**config.mk**
```make
export PLATFORM = sky130hd
export DESIGN_NAME = bitbus_slave
export DESIGN_NICKNAME = d
export VERILOG_FILES = /design/src/rtl/bbs_pkg.sv /design/src/rtl/bbs_decode.sv /design/src/rtl/bbs_strobe_edge.sv /design/src/rtl/bbs_latch_bank.sv /design/src/rtl/bbs_read_mux.sv /design/src/rtl/bitbus_slave.sv
export SDC_FILE = /design/constraint.sdc
export NUM_CORES = 1
export LEC_CHECK = 0
export BUFFER_PORTS_ARGS = -buffer_cell sky130_fd_sc_hd__buf_2
export CAP_MARGIN = 25
export CORE_MARGIN = 2
export CORE_UTILIZATION = 41
export CTS_CLUSTER_DIAMETER = 80
export DETAILED_ROUTE_END_ITERATION = 10
export PLACE_DENSITY = 0.88
export SYNTH_ARGS = -nofsm -noshare
export SYNTH_HDL_FRONTEND = slang
export SYNTH_SLANG_ARGS = --single-unit
```
**constraint.sdc**
```tcl
create_clock -name clk -period 1.4 [get_ports clk]
set_input_delay 0 -clock clk [delete_from_list [all_inputs] [get_ports clk]]
set_output_delay 0 -clock clk [all_outputs]
set_load 0.01 [all_outputs]
```
**src/rtl/bbs_pkg.sv**
```systemverilog
package bbs_pkg;
  localparam int DEF_ADDR_W = 12;
  localparam int DEF_SEL_W  = 8;
  localparam int DEF_N_OUT  = 16;
  localparam int DEF_N_IN   = 16;

  typedef struct packed {
    logic hit;
    logic fire;
  } bbs_ctl_t;
endpackage

```
**src/rtl/bbs_decode.sv**
```systemverilog
module bbs_decode #(
  parameter int ADDR_W = bbs_pkg::DEF_ADDR_W,
  parameter int SEL_W  = bbs_pkg::DEF_SEL_W,
  localparam int BASE_W = ADDR_W - SEL_W
) (
  input  logic [ADDR_W-1:0] addr,
  input  logic [BASE_W-1:0] base,
  output logic              hit,
  output logic [SEL_W-1:0]  idx
);
  always_comb begin
    hit = (addr[ADDR_W-1:SEL_W] == base);
    idx = addr[SEL_W-1:0];
  end
endmodule

```
**src/rtl/bbs_strobe_edge.sv**
```systemverilog
module bbs_strobe_edge (
  input  logic clk,
  input  logic rst,
  input  logic strobe,
  output logic rise
);
  logic strobe_q;

  always_ff @(posedge clk) begin
    if (rst) strobe_q <= 1'b0;
    else     strobe_q <= strobe;
  end

  assign rise = strobe & ~strobe_q;
endmodule

```
**src/rtl/bbs_latch_bank.sv**
```systemverilog
module bbs_latch_bank #(
  parameter int SEL_W = bbs_pkg::DEF_SEL_W,
  parameter int N_OUT = bbs_pkg::DEF_N_OUT
) (
  input  logic             clk,
  input  logic             rst,
  input  logic             we,
  input  logic [SEL_W-1:0] idx,
  input  logic             d,
  output logic [N_OUT-1:0] q
);
  for (genvar i = 0; i < N_OUT; i++) begin : g_bit
    logic hit_i;
    assign hit_i = we && (idx == SEL_W'(i));
    always_ff @(posedge clk) begin
      if (rst)        q[i] <= 1'b0;
      else if (hit_i) q[i] <= d;
    end
  end
endmodule

```
**src/rtl/bbs_read_mux.sv**
```systemverilog
module bbs_read_mux #(
  parameter int SEL_W = bbs_pkg::DEF_SEL_W,
  parameter int N_IN  = bbs_pkg::DEF_N_IN
) (
  input  logic             hit,
  input  logic [SEL_W-1:0] idx,
  input  logic [N_IN-1:0]  stat,
  output logic             din,
  output logic             oe
);
  logic [N_IN-1:0] pick;

  for (genvar i = 0; i < N_IN; i++) begin : g_pick
    assign pick[i] = stat[i] & (idx == SEL_W'(i));
  end

  assign din = hit & (|pick);
  assign oe  = hit;
endmodule

```
**src/rtl/bitbus_slave.sv**
```systemverilog
module bitbus_slave #(
  parameter int ADDR_W = bbs_pkg::DEF_ADDR_W,
  parameter int SEL_W  = bbs_pkg::DEF_SEL_W,
  parameter int N_OUT  = bbs_pkg::DEF_N_OUT,
  parameter int N_IN   = bbs_pkg::DEF_N_IN,
  localparam int BASE_W = ADDR_W - SEL_W
) (
  input  logic              clk,
  input  logic              rst,
  input  logic [ADDR_W-1:0] bus_addr,
  input  logic [BASE_W-1:0] base_sel,
  input  logic              bus_dout,
  input  logic              bus_strobe,
  input  logic [N_IN-1:0]   stat_in,
  output logic              bus_din,
  output logic              bus_din_oe,
  output logic [N_OUT-1:0]  latch_q
);
  bbs_pkg::bbs_ctl_t ctl;
  logic [SEL_W-1:0]  idx;
  logic              rise;

  bbs_decode #(.ADDR_W(ADDR_W), .SEL_W(SEL_W)) u_decode (
    .addr (bus_addr),
    .base (base_sel),
    .hit  (ctl.hit),
    .idx  (idx)
  );

  bbs_strobe_edge u_edge (
    .clk    (clk),
    .rst    (rst),
    .strobe (bus_strobe),
    .rise   (rise)
  );

  assign ctl.fire = rise & ctl.hit;

  bbs_latch_bank #(.SEL_W(SEL_W), .N_OUT(N_OUT)) u_bank (
    .clk (clk),
    .rst (rst),
    .we  (ctl.fire),
    .idx (idx),
    .d   (bus_dout),
    .q   (latch_q)
  );

  bbs_read_mux #(.SEL_W(SEL_W), .N_IN(N_IN)) u_rd (
    .hit  (ctl.hit),
    .idx  (idx),
    .stat (stat_in),
    .din  (bus_din),
    .oe   (bus_din_oe)
  );
endmodule

```
* Word-level counts from Yosys, hierarchy flattened *
Cells that the tools add are included.

cells by class
  equality and inequality tests = 16
  bitwise gates (word level) = 20
  reduce and logical (&&, ||, !) cells = 18

operators by type and width
  operator            count
  $eq 8x4->1 const B  8
  $eq 8x3->1 const B  4
  $and 1x1->1         19
  $eq 8x2->1 const B  2
  $logic_and 1x1->1   16
  $reduce_or 16->1    1
  $eq 8x1->1 const B  1
  $logic_not 8->1     1
  $eq 4x4->1          1
  $not 1->1           1

word-level totals
  input bits = 36
  register bits after elaboration = 17
  output and inout port bits = 18
  logic and storage cells = 71

* Depth between registers and ports, before layout *
  depth after elaboration = 4
  mapped depth = 6
  gate-level depth less buffers = 5

* Modules after synthesis *
Synthesis repeated with hierarchy kept, for this count alone.

unflattened totals
  cell total of the unflattened synthesis = 104
  area total of the unflattened synthesis = 1104.8 sq um

by module, submodules not included
  module           times used  cells an instance  area an instance (sq um)
  bbs_latch_bank   1           79                 795.8
  bbs_read_mux     1           8                  147.6
  bbs_decode       1           13                 107.6
  bbs_strobe_edge  1           3                  47.5
  bitbus_slave     1           1                  6.3

* Worst setup path before layout *
OpenSTA, ideal clock, no wires.

  path kind = reg-to-reg
  start = reg u_edge.strobe_q
  end = reg u_bank.q[4]
  library setup time = 0.070 ns
  arrival time = 1.443 ns
  stages on the path, launching flop included = 4
  slack = -0.113 ns
  path buffers = 0
  cells stage by stage = dfxtp_1 or4b_4 or4_1 a21oi_1

between the ends
  longest elaborated chain between the ends = 4

RTL lines
  element                          RTL line               source
  from (decl)                      bbs_strobe_edge.sv:7   logic strobe_q;
  from (signal assigned)           bbs_strobe_edge.sv:11  else strobe_q <= strobe;
  $not 1->1                        bbs_strobe_edge.sv:14  assign rise = strobe & ~strobe_q;
  $and 1x1->1                      bbs_strobe_edge.sv:14
  $and 1x1->1                      bitbus_slave.sv:37     assign ctl.fire = rise & ctl.hit;
  $logic_and 1x1->1                bbs_latch_bank.sv:14   assign hit_i = we && (idx == SEL_W'(i));
  to (signal, indexed assignment)  bbs_latch_bank.sv:16   if (rst) q[i] <= 1'b0;
  to (signal, indexed assignment)  bbs_latch_bank.sv:17   else if (hit_i) q[i] <= d;
  to (decl)                        bbs_latch_bank.sv:10   output logic [N_OUT-1:0] q

Every way passes these cells.
A chain may end at the register's enable or synchronous reset.

* Worst setup path after layout *
Ends and elaborated chain as after synthesis.

==> impl_metrics.py <==
metrics = {
    "status": {
        "status": "complete, but fails checks",
        "failed_checks": "setup timing",
    },
    "timing": {
        "fin_crit_ps": 1501,
        "slew_headroom_pct": 80.20,
        "rsz0062_at_grt": "yes",
        "worst_pin_slew_ps": 293.3,
        "fmaxAchievable_mhz": 666.3,
        "final_hold_viol_count": 0,
        "finalSetupViolations": 3,
        "maxSlewViolCount": 0,
        "fin_ws_ps": -100.8,
        "post-route-period-util_pct": 107.2,
        "setup_tns_ps": -159.5,
        "final.setup_skew_ps": 5.960,
    },
    "setup_path": {
        "crit_chain": "or4b_4 -> or4_1 -> a21oi_1",
        "crit_type": "reg -> reg",
        "crit_slowest_cell": "or4b_4",
        "critical-path-max-stage-delay_ps": 540,
        "r2r_slack_ps": -100,
        "cp-end-kind": "flip-flop",
        "crit_path_end": "u_bank.q[4]$_SDFFE_PP0P_",
        "path_max_fanout": 3,
        "reg2regPathDepth": 3,
        "critPathLaunchType": "flip-flop",
        "r2r-end": "u_bank.q[4]$_SDFFE_PP0P_",
        "crit_required_ps": 1640,
        "worstPathArrival_ps": 1740,
        "crit_start": "u_edge.strobe_q$_SDFF_PP0_",
        "r2r-start": "u_edge.strobe_q$_SDFF_PP0_",
    },
    "global_routing": {
        "antenna_found_initial": 0,
        "overflow": 0,
        "grt_usage_pct": 19.84,
        "grt_pass1_wl_um": 5030,
        "grt_pass1_vias": 1173,
        "grt_max_degree": 19,
    },
    "floorplanning": {
        "row_count": 18,
        "dieArea_um2": 3083,
        "ioPinCount": 54,
        "start_util_pct": 43.54,
        "die_x_um": 55.53,
        "die_y_um": 55.53,
        "core_area_um2": 2500,
    },
    "power_and_ir_drop": {
        "ir_drop_v": 0.0004485,
        "power_density_nw_per_um2": 624.0,
        "p_leak_nw": 0.7075,
    },
    "synth": {
        "synth-seq-cells": 17,
        "syn_area_per_cell_um2": 8.850,
        "synth_top_area_share_pct": 31.26,
        "yosysTopAreaCell": "dfxtp_1",
        "synth_area_leaders": "dfxtp_1, mux2i_1, nand2b_1",
        "netlist_instances": 123,
        "synth_area_um2": 1089,
        "synth_nets": 159,
        "synthDistinctLibCells": 34,
        "ys_seq_area_share_pct": 31.26,
        "ys_warn_count": 0,
    },
    "place": {
        "dp.cells": 208,
        "post-dp-hpwl_um": 2237,
        "port_buffers": 53,
        "gp_congestion": 0.8586,
        "place_ws_ps": -21.24,
    },
    "cts": {
        "clockBufferDepth": 2,
        "insertion_delay_ps": 290,
        "cts.sinks": 17,
        "numCtsBuffers": 3,
        "cts_tree": "done",
        "root_buffer": "clkbuf_4",
        "htreeDepth": 1,
        "clkTransAtPathRegs_ps": 100,
    },
    "routing": {
        "postRouteAntennaNets": 0,
        "totalWireLength_um": 2940,
        "drtPass1Iterations": 4,
        "via_count": 1191,
        "dr.first_iter.drc_count": 42,
        "vias_per_cell": 5.540,
        "post_drt_wl_per_cell_um": 13.67,
        "drc": 0,
    },
    "finish": {
        "drive_gt1_share_pct": 45.95,
        "final_nets": 222,
        "layout.cells.non_filler": 215,
        "area_delta_synth_final_pct": 40.46,
        "num_antenna_cells": 0,
    },
    "flow_run": {
        "drv_cap": 0,
    },
    "min_path": {
        "min_path_type": "in -> reg",
    },
}
[routing by layer]
metal	vias to the layer above	wire length (um)	global-route usage (%)
met5	-	0	0
met4	0	49	7.317
met3	5	230	3.279
met2	58	1479	35.71
met1	546	1181	23.38
li1	582	-	-
[state kept, by name (all words and copies together) (netlist names)]
| name | count |
|---|---|
| u_bank.q | 16 |
| u_edge.strobe_q | 1 |
[cell type report]
class | count | area [um2]
multi-input cells | 92 | 710.7
fillers | 220 | 970.9
clock buffers | 3 | 22.52
well taps | 30 | 37.54
inverters | 3 | 11.26
clock inverters | 1 | 5.005
flip-flops and latches | 17 | 341.6
repair buffers | 69 | 400.4
[cell usage in the layout, fill, tap and decap left out, types with 4 or more instances in the layout]
cell      count
nor2_1        5
nand3_1       8
buf_4        14
o31ai_1       4
a21oi_1       7
or4_1         7
nor3_1        4
buf_2        53
xnor2_1       4
nand2_1       6
nand2b_1     10
dfxtp_1      16
mux2i_1      13
[power by group]
part           switching, W  internal, W
Combinational     0.0000995     0.000107
Clock              0.000155     0.000106
Sequential       0.00000149     0.000485
Total              0.000256     0.000698
[kinds of logic (layout without fill, tap and decap cells)]
group	count (synthesis)	after routing	share of synthesized area, %
AOI/OAI and AO/OA	19	19	11.38
xor gates and xnor gates	4	4	3.218
buffers and inverters	14	76	6.436
DFF	17	17	31.26
muxes	15	15	16.09
and+or+nand+nor	54	54	31.61
[metrics by stage]
step | utilization, % | cell area [um2] | power [W] | hold WS [ps]
6_report | 61.16 | 1529 | 0.0009541 | 56.06
3_5_place_dp | 57.71 | 1443 | 0.0006925 | 295.6
3_3_place_gp | 57.71 | 1443 | 0.0006867 | 288.9
5_1_grt | 61.16 | 1529 | 0.001010 | 75.89
2_1_floorplan | - | 1089 | 0.0006054 | 128.2
4_1_cts | 59.56 | 1489 | 0.0009533 | 56.89
[how the worst min path moves through the flow]
stage,start,to,slack (ps),cells after the start
after floorplan,bus_strobe,u_edge.strobe_q$_SDFF_PP0_,130,1
after global placement,bus_strobe,u_edge.strobe_q$_SDFF_PP0_,290,2
after detailed placement,bus_strobe,u_edge.strobe_q$_SDFF_PP0_,300,2
after CTS,rst,u_bank.q[6]$_SDFFE_PP0P_,60,2
after global routing,rst,u_bank.q[12]$_SDFFE_PP0P_,80,2
final,rst,u_bank.q[12]$_SDFFE_PP0P_,60,2
[synth_stat cells]
cell       number
nand4_1         2
clkinv_1        1
buf_4           1
dfxtp_1        17
nand3b_2        1
o41ai_1         1
mux4_2          2
o311ai_0        1
inv_1           2
or4_1           7
a21oi_1         8
nor3_1          4
nor4_2          1
nand2_1         6
and4_1          1
nand2b_1       10
a31oi_1         1
o31ai_1         7
o211ai_1        1
xnor2_1         4
mux2i_1        13
nor3b_1         1
nand3_1         8
nor2_1          5
buf_2           5
clkbuf_1        3
nand4b_1        1
or4b_1          1
buf_1           1
buf_6           1
or2b_1          1
or4b_4          1
nand4bb_1       2
nor2b_1         2
[timing repair]
action | 4_1_cts | 5_1_grt
gates resized for setup | 1 | 7
endpoints found under the hold margin | 1 | 0
cloned | 0 | 0
pin swaps | 1 | 7
setup endpoints to repair | 4 | 9
hold buffers | 1 | 0
setup buffers | 1 | 1
[worst max-delay path, delay by kind of cell, from the launching register on]
| family | cells | cell delay, ps |
|---|---|---|
| AO/OA/AOI/OAI | 1 | 150 |
| flip-flops | 1 | 340 |
| AND/OR/NAND/NOR | 2 | 960 |
Power figures use the tool's default switching activity.
